## config.mk

```make
export PLATFORM = sky130hd
export DESIGN_NAME = dc_offset_comp
export DESIGN_NICKNAME = d
export VERILOG_FILES = /design/src/rtl/dco_pkg.sv /design/src/rtl/dco_shift_clamp.sv /design/src/rtl/dco_estimator.sv /design/src/rtl/dco_corrector.sv /design/src/rtl/dco_fault_mon.sv /design/src/rtl/dc_offset_comp.sv
export SDC_FILE = /design/constraint.sdc
export NUM_CORES = 1
export LEC_CHECK = 0
export ABC_AREA = 1
export BUFFER_PORTS_ARGS = -buffer_cell sky130_fd_sc_hd__clkbuf_2
export CORE_MARGIN = 10
export CORE_UTILIZATION = 62
export DETAILED_ROUTE_END_ITERATION = 8
export GPL_ROUTABILITY_DRIVEN = 0
export PLACE_DENSITY_LB_ADDON = 0.08
export SLEW_MARGIN = 20
export SYNTH_ARGS = -nofsm -noshare
export SYNTH_HDL_FRONTEND = slang
export SYNTH_SLANG_ARGS = --single-unit
```

## constraint.sdc

```tcl
create_clock -name clk -period 5.9 [get_ports clk]
set_input_delay 0.59 -clock clk [delete_from_list [all_inputs] [get_ports clk]]
set_output_delay 0.59 -clock clk [all_outputs]
set_load 0.01 [all_outputs]
```

## src/rtl/dco_pkg.sv

```systemverilog
package dco_pkg;
   localparam int unsigned SHIFT_LO = 4;
   localparam int unsigned SHIFT_HI = 12;
   localparam int unsigned SHIFT_CODE_W = 4;
endpackage

```

## src/rtl/dco_shift_clamp.sv

```systemverilog
module dco_shift_clamp #(
   parameter int unsigned IN_W  = 4,
   parameter int unsigned LO    = 4,
   parameter int unsigned HI    = 12,
   localparam int unsigned OUT_W = $clog2(HI + 1)
) (
   input  logic [IN_W-1:0]  code_in,
   output logic [OUT_W-1:0] shift_out
);
   localparam int unsigned CMP_W = (IN_W > OUT_W) ? IN_W : OUT_W;
   localparam logic [CMP_W-1:0] LO_C = CMP_W'(LO);
   localparam logic [CMP_W-1:0] HI_C = CMP_W'(HI);

   logic [CMP_W-1:0] code_w;

   generate
      if (CMP_W > IN_W) begin : g_pad
         assign code_w = {{(CMP_W-IN_W){1'b0}}, code_in};
      end else begin : g_same
         assign code_w = code_in;
      end
   endgenerate

   always_comb begin
      if (code_w < LO_C)
         shift_out = LO_C[OUT_W-1:0];
      else if (code_w > HI_C)
         shift_out = HI_C[OUT_W-1:0];
      else
         shift_out = code_w[OUT_W-1:0];
   end

   always_comb begin
      a_shift_range_r3 : assert (shift_out >= OUT_W'(LO) && shift_out <= OUT_W'(HI));
   end
endmodule

```

## src/rtl/dco_estimator.sv

```systemverilog
module dco_estimator #(
   parameter int unsigned DATA_W = 16,
   parameter int unsigned FRAC_W = 12,
   parameter int unsigned SH_W   = 4
) (
   input  logic              clk,
   input  logic              rst_n,
   input  logic              smp_valid,
   input  logic [DATA_W-1:0] smp_data,
   input  logic [SH_W-1:0]   shift,
   output logic [DATA_W-1:0] est_cur,
   output logic [DATA_W-1:0] est_next
);
   localparam int unsigned ACC_W = DATA_W + FRAC_W;
   localparam int unsigned DIF_W = ACC_W + 1;

   logic signed [ACC_W-1:0] acc_q, acc_d;
   logic signed [DIF_W-1:0] x_ext, diff, step;

   always_comb begin
      x_ext = {smp_data[DATA_W-1], smp_data, {FRAC_W{1'b0}}};
      diff  = x_ext - {acc_q[ACC_W-1], acc_q};
      step  = diff >>> shift;
      acc_d = smp_valid ? (acc_q + step[ACC_W-1:0]) : acc_q;
   end

   always_ff @(posedge clk) begin
      if (!rst_n)
         acc_q <= '0;
      else
         acc_q <= acc_d;
   end

   assign est_cur  = acc_q[ACC_W-1:FRAC_W];
   assign est_next = acc_d[ACC_W-1:FRAC_W];

   p_est_hold_r4 : assert property (@(posedge clk) disable iff (!rst_n)
      !smp_valid |=> $stable(est_cur));
endmodule

```

## src/rtl/dco_corrector.sv

```systemverilog
module dco_corrector #(
   parameter int unsigned DATA_W = 16
) (
   input  logic              clk,
   input  logic              rst_n,
   input  logic              smp_valid,
   input  logic [DATA_W-1:0] smp_data,
   input  logic              corr_en,
   input  logic [DATA_W-1:0] est_cur,
   output logic              sat_now,
   output logic              out_valid,
   output logic [DATA_W-1:0] out_data
);
   localparam logic [DATA_W-1:0] POS_RAIL = {1'b0, {(DATA_W-1){1'b1}}};
   localparam logic [DATA_W-1:0] NEG_RAIL = {1'b1, {(DATA_W-1){1'b0}}};

   logic [DATA_W:0]   diff;
   logic              hit_hi, hit_lo;
   logic [DATA_W-1:0] clamped, result;

   always_comb begin
      diff    = {smp_data[DATA_W-1], smp_data} - {est_cur[DATA_W-1], est_cur};
      hit_hi  = !diff[DATA_W] &&  diff[DATA_W-1];
      hit_lo  =  diff[DATA_W] && !diff[DATA_W-1];
      clamped = hit_hi ? POS_RAIL : (hit_lo ? NEG_RAIL : diff[DATA_W-1:0]);
      result  = corr_en ? clamped : smp_data;
      sat_now = smp_valid && corr_en && (hit_hi || hit_lo);
   end

   always_ff @(posedge clk) begin
      if (!rst_n) begin
         out_valid <= 1'b0;
         out_data  <= '0;
      end else begin
         out_valid <= smp_valid;
         if (smp_valid)
            out_data <= result;
      end
   end

   p_bypass_r6 : assert property (@(posedge clk) disable iff (!rst_n)
      (smp_valid && !corr_en) |=> (out_data == $past(smp_data)));
   p_strobe_r5 : assert property (@(posedge clk) disable iff (!rst_n)
      smp_valid |=> out_valid);
   p_idle_r4 : assert property (@(posedge clk) disable iff (!rst_n)
      !smp_valid |=> (!out_valid && $stable(out_data)));
endmodule

```

## src/rtl/dco_fault_mon.sv

```systemverilog
module dco_fault_mon #(
   parameter int unsigned DATA_W = 16
) (
   input  logic              clk,
   input  logic              rst_n,
   input  logic              smp_valid,
   input  logic [DATA_W-1:0] est_next,
   input  logic [DATA_W-1:0] thresh,
   input  logic              sat_now,
   input  logic              clr,
   output logic              fault
);
   logic [DATA_W:0] est_ext, mag;
   logic            over, set_ev;

   always_comb begin
      est_ext = {est_next[DATA_W-1], est_next};
      mag     = est_next[DATA_W-1] ? ((DATA_W+1)'(0) - est_ext) : est_ext;
      over    = smp_valid && (mag > {1'b0, thresh});
      set_ev  = over || sat_now;
   end

   always_ff @(posedge clk) begin
      if (!rst_n)
         fault <= 1'b0;
      else if (set_ev)
         fault <= 1'b1;
      else if (clr)
         fault <= 1'b0;
   end

   p_sticky_r10 : assert property (@(posedge clk) disable iff (!rst_n)
      (fault && !clr) |=> fault);
   p_clear_r10 : assert property (@(posedge clk) disable iff (!rst_n)
      (clr && !smp_valid) |=> !fault);
   p_sat_flag_r9 : assert property (@(posedge clk) disable iff (!rst_n)
      sat_now |=> fault);
endmodule

```

## src/rtl/dc_offset_comp.sv

```systemverilog
module dc_offset_comp #(
   parameter int unsigned DATA_W  = 16,
   parameter int unsigned FRAC_W  = 12,
   parameter int unsigned SH_IN_W = dco_pkg::SHIFT_CODE_W
) (
   input  logic               clk,
   input  logic               rst_n,
   input  logic               smp_valid,
   input  logic [DATA_W-1:0]  smp_data,
   input  logic               corr_en,
   input  logic [SH_IN_W-1:0] avg_shift,
   input  logic [DATA_W-1:0]  flt_thresh,
   input  logic               flt_clear,
   output logic               out_valid,
   output logic [DATA_W-1:0]  out_data,
   output logic [DATA_W-1:0]  est_out,
   output logic               fault
);
   localparam int unsigned SH_W = $clog2(dco_pkg::SHIFT_HI + 1);

   generate
      if (DATA_W < 4) begin : g_bad_width
         $error("DATA_W must be at least 4");
      end
      if (FRAC_W < dco_pkg::SHIFT_HI) begin : g_bad_frac
         $error("FRAC_W must cover the largest shift");
      end
      if ((1 << SH_IN_W) <= dco_pkg::SHIFT_HI) begin : g_bad_code
         $error("SH_IN_W too narrow for the shift range");
      end
   endgenerate

   logic [SH_W-1:0]   shift_eff;
   logic [DATA_W-1:0] est_cur, est_next;
   logic              sat_now;

   dco_shift_clamp #(
      .IN_W (SH_IN_W),
      .LO   (dco_pkg::SHIFT_LO),
      .HI   (dco_pkg::SHIFT_HI)
   ) u_clamp (
      .code_in   (avg_shift),
      .shift_out (shift_eff)
   );

   dco_estimator #(
      .DATA_W (DATA_W),
      .FRAC_W (FRAC_W),
      .SH_W   (SH_W)
   ) u_est (
      .clk       (clk),
      .rst_n     (rst_n),
      .smp_valid (smp_valid),
      .smp_data  (smp_data),
      .shift     (shift_eff),
      .est_cur   (est_cur),
      .est_next  (est_next)
   );

   dco_corrector #(
      .DATA_W (DATA_W)
   ) u_corr (
      .clk       (clk),
      .rst_n     (rst_n),
      .smp_valid (smp_valid),
      .smp_data  (smp_data),
      .corr_en   (corr_en),
      .est_cur   (est_cur),
      .sat_now   (sat_now),
      .out_valid (out_valid),
      .out_data  (out_data)
   );

   dco_fault_mon #(
      .DATA_W (DATA_W)
   ) u_flt (
      .clk       (clk),
      .rst_n     (rst_n),
      .smp_valid (smp_valid),
      .est_next  (est_next),
      .thresh    (flt_thresh),
      .sat_now   (sat_now),
      .clr       (flt_clear),
      .fault     (fault)
   );

   assign est_out = est_cur;

   p_est_free_r11 : assert property (@(posedge clk) disable iff (!rst_n)
      !smp_valid |=> $stable(est_out));
   p_reset_r1 : assert property (@(posedge clk)
      !rst_n |=> (!fault && !out_valid && est_out == '0));
endmodule

```

==> results.py <==
metrics = {
    "yosys": {
        "netlist.area_leader.share_pct": 22.19,
        "syn_area_mm2": 0.007595,
        "yosysWarnings": 0,
        "synth_common_cells": "nand2_1 (449), inv_1 (221), nand3_1 (127), nor2_1 (125), a21oi_1 (78)",
        "synth_most_common_cell": "nand2_1",
        "synth_nets": 1511,
        "synth_top_area_cell": "nand2_1",
        "synth-seq-cells": 46,
        "synth_area_leaders": "nand2_1 (22%), dfxtp_1 (12%), inv_1 (11%)",
        "synthDistinctLibCells": 49,
        "syn_area_per_cell_um2": 5.409,
        "synth-edff-count": 0,
        "ys_async_sr_fraction_pct": 0,
        "synthCells": 1404,
        "ys_seq_area_share_pct": 12.13,
        "ys.flop_type": "dfxtp_1",
    },
    "timing": {
        "fmax_mhz": 179.3,
        "tightest_slew_ns": 1.064,
        "skew_ns": 0.006918,
        "slew_headroom_pct": 28.82,
        "period_share_pct": 94.54,
        "fin_crit_ns": 5.578,
        "setup_viol": 0,
        "maxSlewViolCount": 0,
        "hold_viol": 0,
    },
    "final_layout": {
        "n_antenna_cell": 0,
        "design_area_mm2": 0.009203,
        "drive_above_1_share_pct": 21.72,
        "syn_to_final_growth_pct": 21.17,
        "fin_nets": 1616,
    },
    "setup_path": {
        "crit_start": "u_est.acc_q[16]$_SDFF_PN0_",
        "r2r_cells": 45,
        "cp.depth": 45,
        "cp-end-kind": "flip-flop",
        "cpPeakStageDelay_ns": 0.40,
        "cp_slowest_cell": "dfxtp_2",
        "crit_buf_inv": 7,
        "crit_arrival_ns": 5.78,
        "critPathKind": "flip-flop to flip-flop",
        "cp-endpoint": "u_flt.fault$_SDFFE_PN0P_",
        "crit_top_cell": "nand2_1",
        "crit_path_start_kind": "flip-flop",
        "rr_startpoint": "u_est.acc_q[16]$_SDFF_PN0_",
        "r2r-end": "u_flt.fault$_SDFFE_PN0P_",
        "crit_path_max_fanout": 11,
        "required_ns": 6.11,
        "r2r_slack_ns": 0.32,
        "crit_family": "simple AND/OR/NAND/NOR gates",
    },
    "floorplan": {
        "ios": 75,
        "core.rowCount": 40,
        "fp.dieH_um": 130.7,
        "core_area_mm2": 0.01201,
        "die_area_mm2": 0.01708,
        "start_util_pct": 63.23,
        "die_x_um": 130.7,
    },
    "clock_tree": {
        "clk_pin_slew_ns": 0.07,
        "cts_max_path_buffers": 2,
        "clk_latency_ns": 0.30,
        "clock-sinks": 46,
        "postCtsHoldBufs": 0,
        "cts_tree": "done",
        "clock-root-buffer": "clkbuf_16",
        "cts_made_buffers": 5,
        "htree_num_levels": 2,
    },
    "run_status": {
        "status": "complete, no violations",
    },
    "power_and_ir_drop": {
        "powerDensity_mw_per_mm2": 576.4,
        "netSwitchingPower_mw": 3.041,
        "power_switching_share_pct": 57.33,
        "peakVddDrop_uv": 382.6,
        "p_leak_nw": 5.000,
        "seqPwrFrac_pct": 9.6,
        "combPwrFrac_pct": 83.8,
        "internal-power_mw": 2.263,
        "totalPowerFinal_mw": 5.304,
        "clkPwrFrac_pct": 6.5,
    },
    "routing": {
        "routed_wl_um": 27070,
        "post_drt_wl_per_cell_um": 16.34,
        "drt_iter0_drc": 1265,
        "vias": 9565,
        "drt_pass1_iterations": 6,
        "postRouteAntennaNets": 0,
        "drc": 0,
        "vias_per_cell": 5.772,
    },
    "run": {
        "maxCapViolCount": 0,
    },
    "placed_design": {
        "post_dp_cell_area_mm2": 0.008322,
        "post-dp-hpwl_um": 20990,
        "port_buffers": 74,
    },
    "global_route": {
        "antenna_found_initial": 0,
        "grt_usage_pct": 29.47,
        "grt_overflow": 0,
        "grt_max_degree": 41,
        "grt_pass1_wl_um": 40570,
        "grt_pass1_vias": 8498,
    },
    "hold_path": {
        "hold_path_class": "flip-flop to flip-flop",
        "worstHoldStart": "u_corr.out_data[5]$_SDFFE_PN0P_",
    },
}
[layer usage]
layer | GRT usage (%) | routed length (µm) | share of wire, % | vias to the layer above
met5 | 0 | 0 | 0 | -
met4 | 12.56 | 1213 | 4.5 | 0
met3 | 4.714 | 2650 | 9.8 | 111
met2 | 48.05 | 12520 | 46 | 528
met1 | 37.67 | 10690 | 39 | 4287
li1 | - | - | - | 4639
[cells in the final DEF, fill, tap and decap left out, types with 7 or more instances in the layout]
master and count:
nand4_1 13, ha_4 18, nor2_4 10, a21oi_2 15
dfxtp_1 36, o21ai_2 7, nand3_1 124, xor2_1 20
a21oi_1 65, ha_1 40, buf_4 70, nand2_2 27
nor2_2 21, o21ai_0 58, nor3_2 7, nand2_1 433
nor2_1 108, clkbuf_2 74, inv_2 22, dfxtp_2 8
nand3_2 7, inv_1 212, o21ai_1 20, nand3b_1 7
[logic make-up after synthesis]
logic type,count (synthesis),synth area share (%)
buf+inv,287,15.24
compound gates,191,13.89
fa+ha+maj,66,11.07
flops,46,12.13
xor+xnor,26,2.998
simple gates,785,44.28
mux,3,0.3954
[worst reg2reg max path: cells and delay by family (launching register included)]
| kind | cells | cell delay [ns] |
|---|---|---|
| AO/OA/AOI/OAI | 7 | 0.78 |
| adder cells (fa/ha/maj) | 3 | 0.95 |
| buffers and inverters | 7 | 0.62 |
| flip-flops | 1 | 0.40 |
| AND/OR/NAND/NOR | 28 | 2.71 |
[power groups by stage]
stage	logic [mW]	registers [mW]	clock network, mW
6_report	4.45	0.511	0.347
5_1_grt	4.92	0.517	0.358
4_1_cts	3.88	0.488	0.348
3_5_place_dp	3.86	0.494	0
3_3_place_gp	3.80	0.490	0
2_1_floorplan	2.81	0.480	0
[registers in the layout, indices dropped and copies added (netlist names)]
register and count:
u_flt.fault 1, u_est.acc_q 28, u_corr.out_data 16, u_corr.out_valid 1
[stage by stage]
stage	TNS, ns	cells	hold slack [ns]	util (%)	worst slack, ns
final	0	1657	0.4669	76.61	0.3223
after global routing	-0.06538	1657	0.4877	76.61	-0.06538
after global placement	0	1633	0.4539	69.28	0.03834
after detailed placement	-0.1171	1633	0.4577	69.28	-0.1171
after floorplan	0	1404	0.4773	-	0.6972
after CTS	0	1641	0.4685	70.69	0.06662
[timing repair]
action	in CTS	in global routing
resized for setup	0	147
setup endpoints to repair	0	1
buffers inserted	0	16
[final cells by class]
class	instances	area [µm²]
Tap cell	147	183.9
Clock buffer	5	125.1
Multi-Input combinational cell	1071	6075
Fill cell	1030	2809
Timing Repair Buffer	146	935.9
Inverter	239	900.9
Clock inverter	3	43.79
Sequential cell	46	938.4
[how the worst min path moves through the flow]
stage,endpoint,slack (ns),cells past startpoint
after floorplan,u_est.acc_q[0]$_SDFFE_PN0P_,0.48,2
after global routing,u_corr.out_data[11]$_SDFFE_PN0P_,0.49,2
after global placement,u_corr.out_data[6]$_SDFFE_PN0P_,0.45,2
after detailed placement,u_corr.out_data[11]$_SDFFE_PN0P_,0.46,2
after CTS,u_corr.out_data[11]$_SDFFE_PN0P_,0.47,2
final,u_corr.out_data[5]$_SDFFE_PN0P_,0.47,2
No activity file was read; power rests on OpenSTA's default activity.
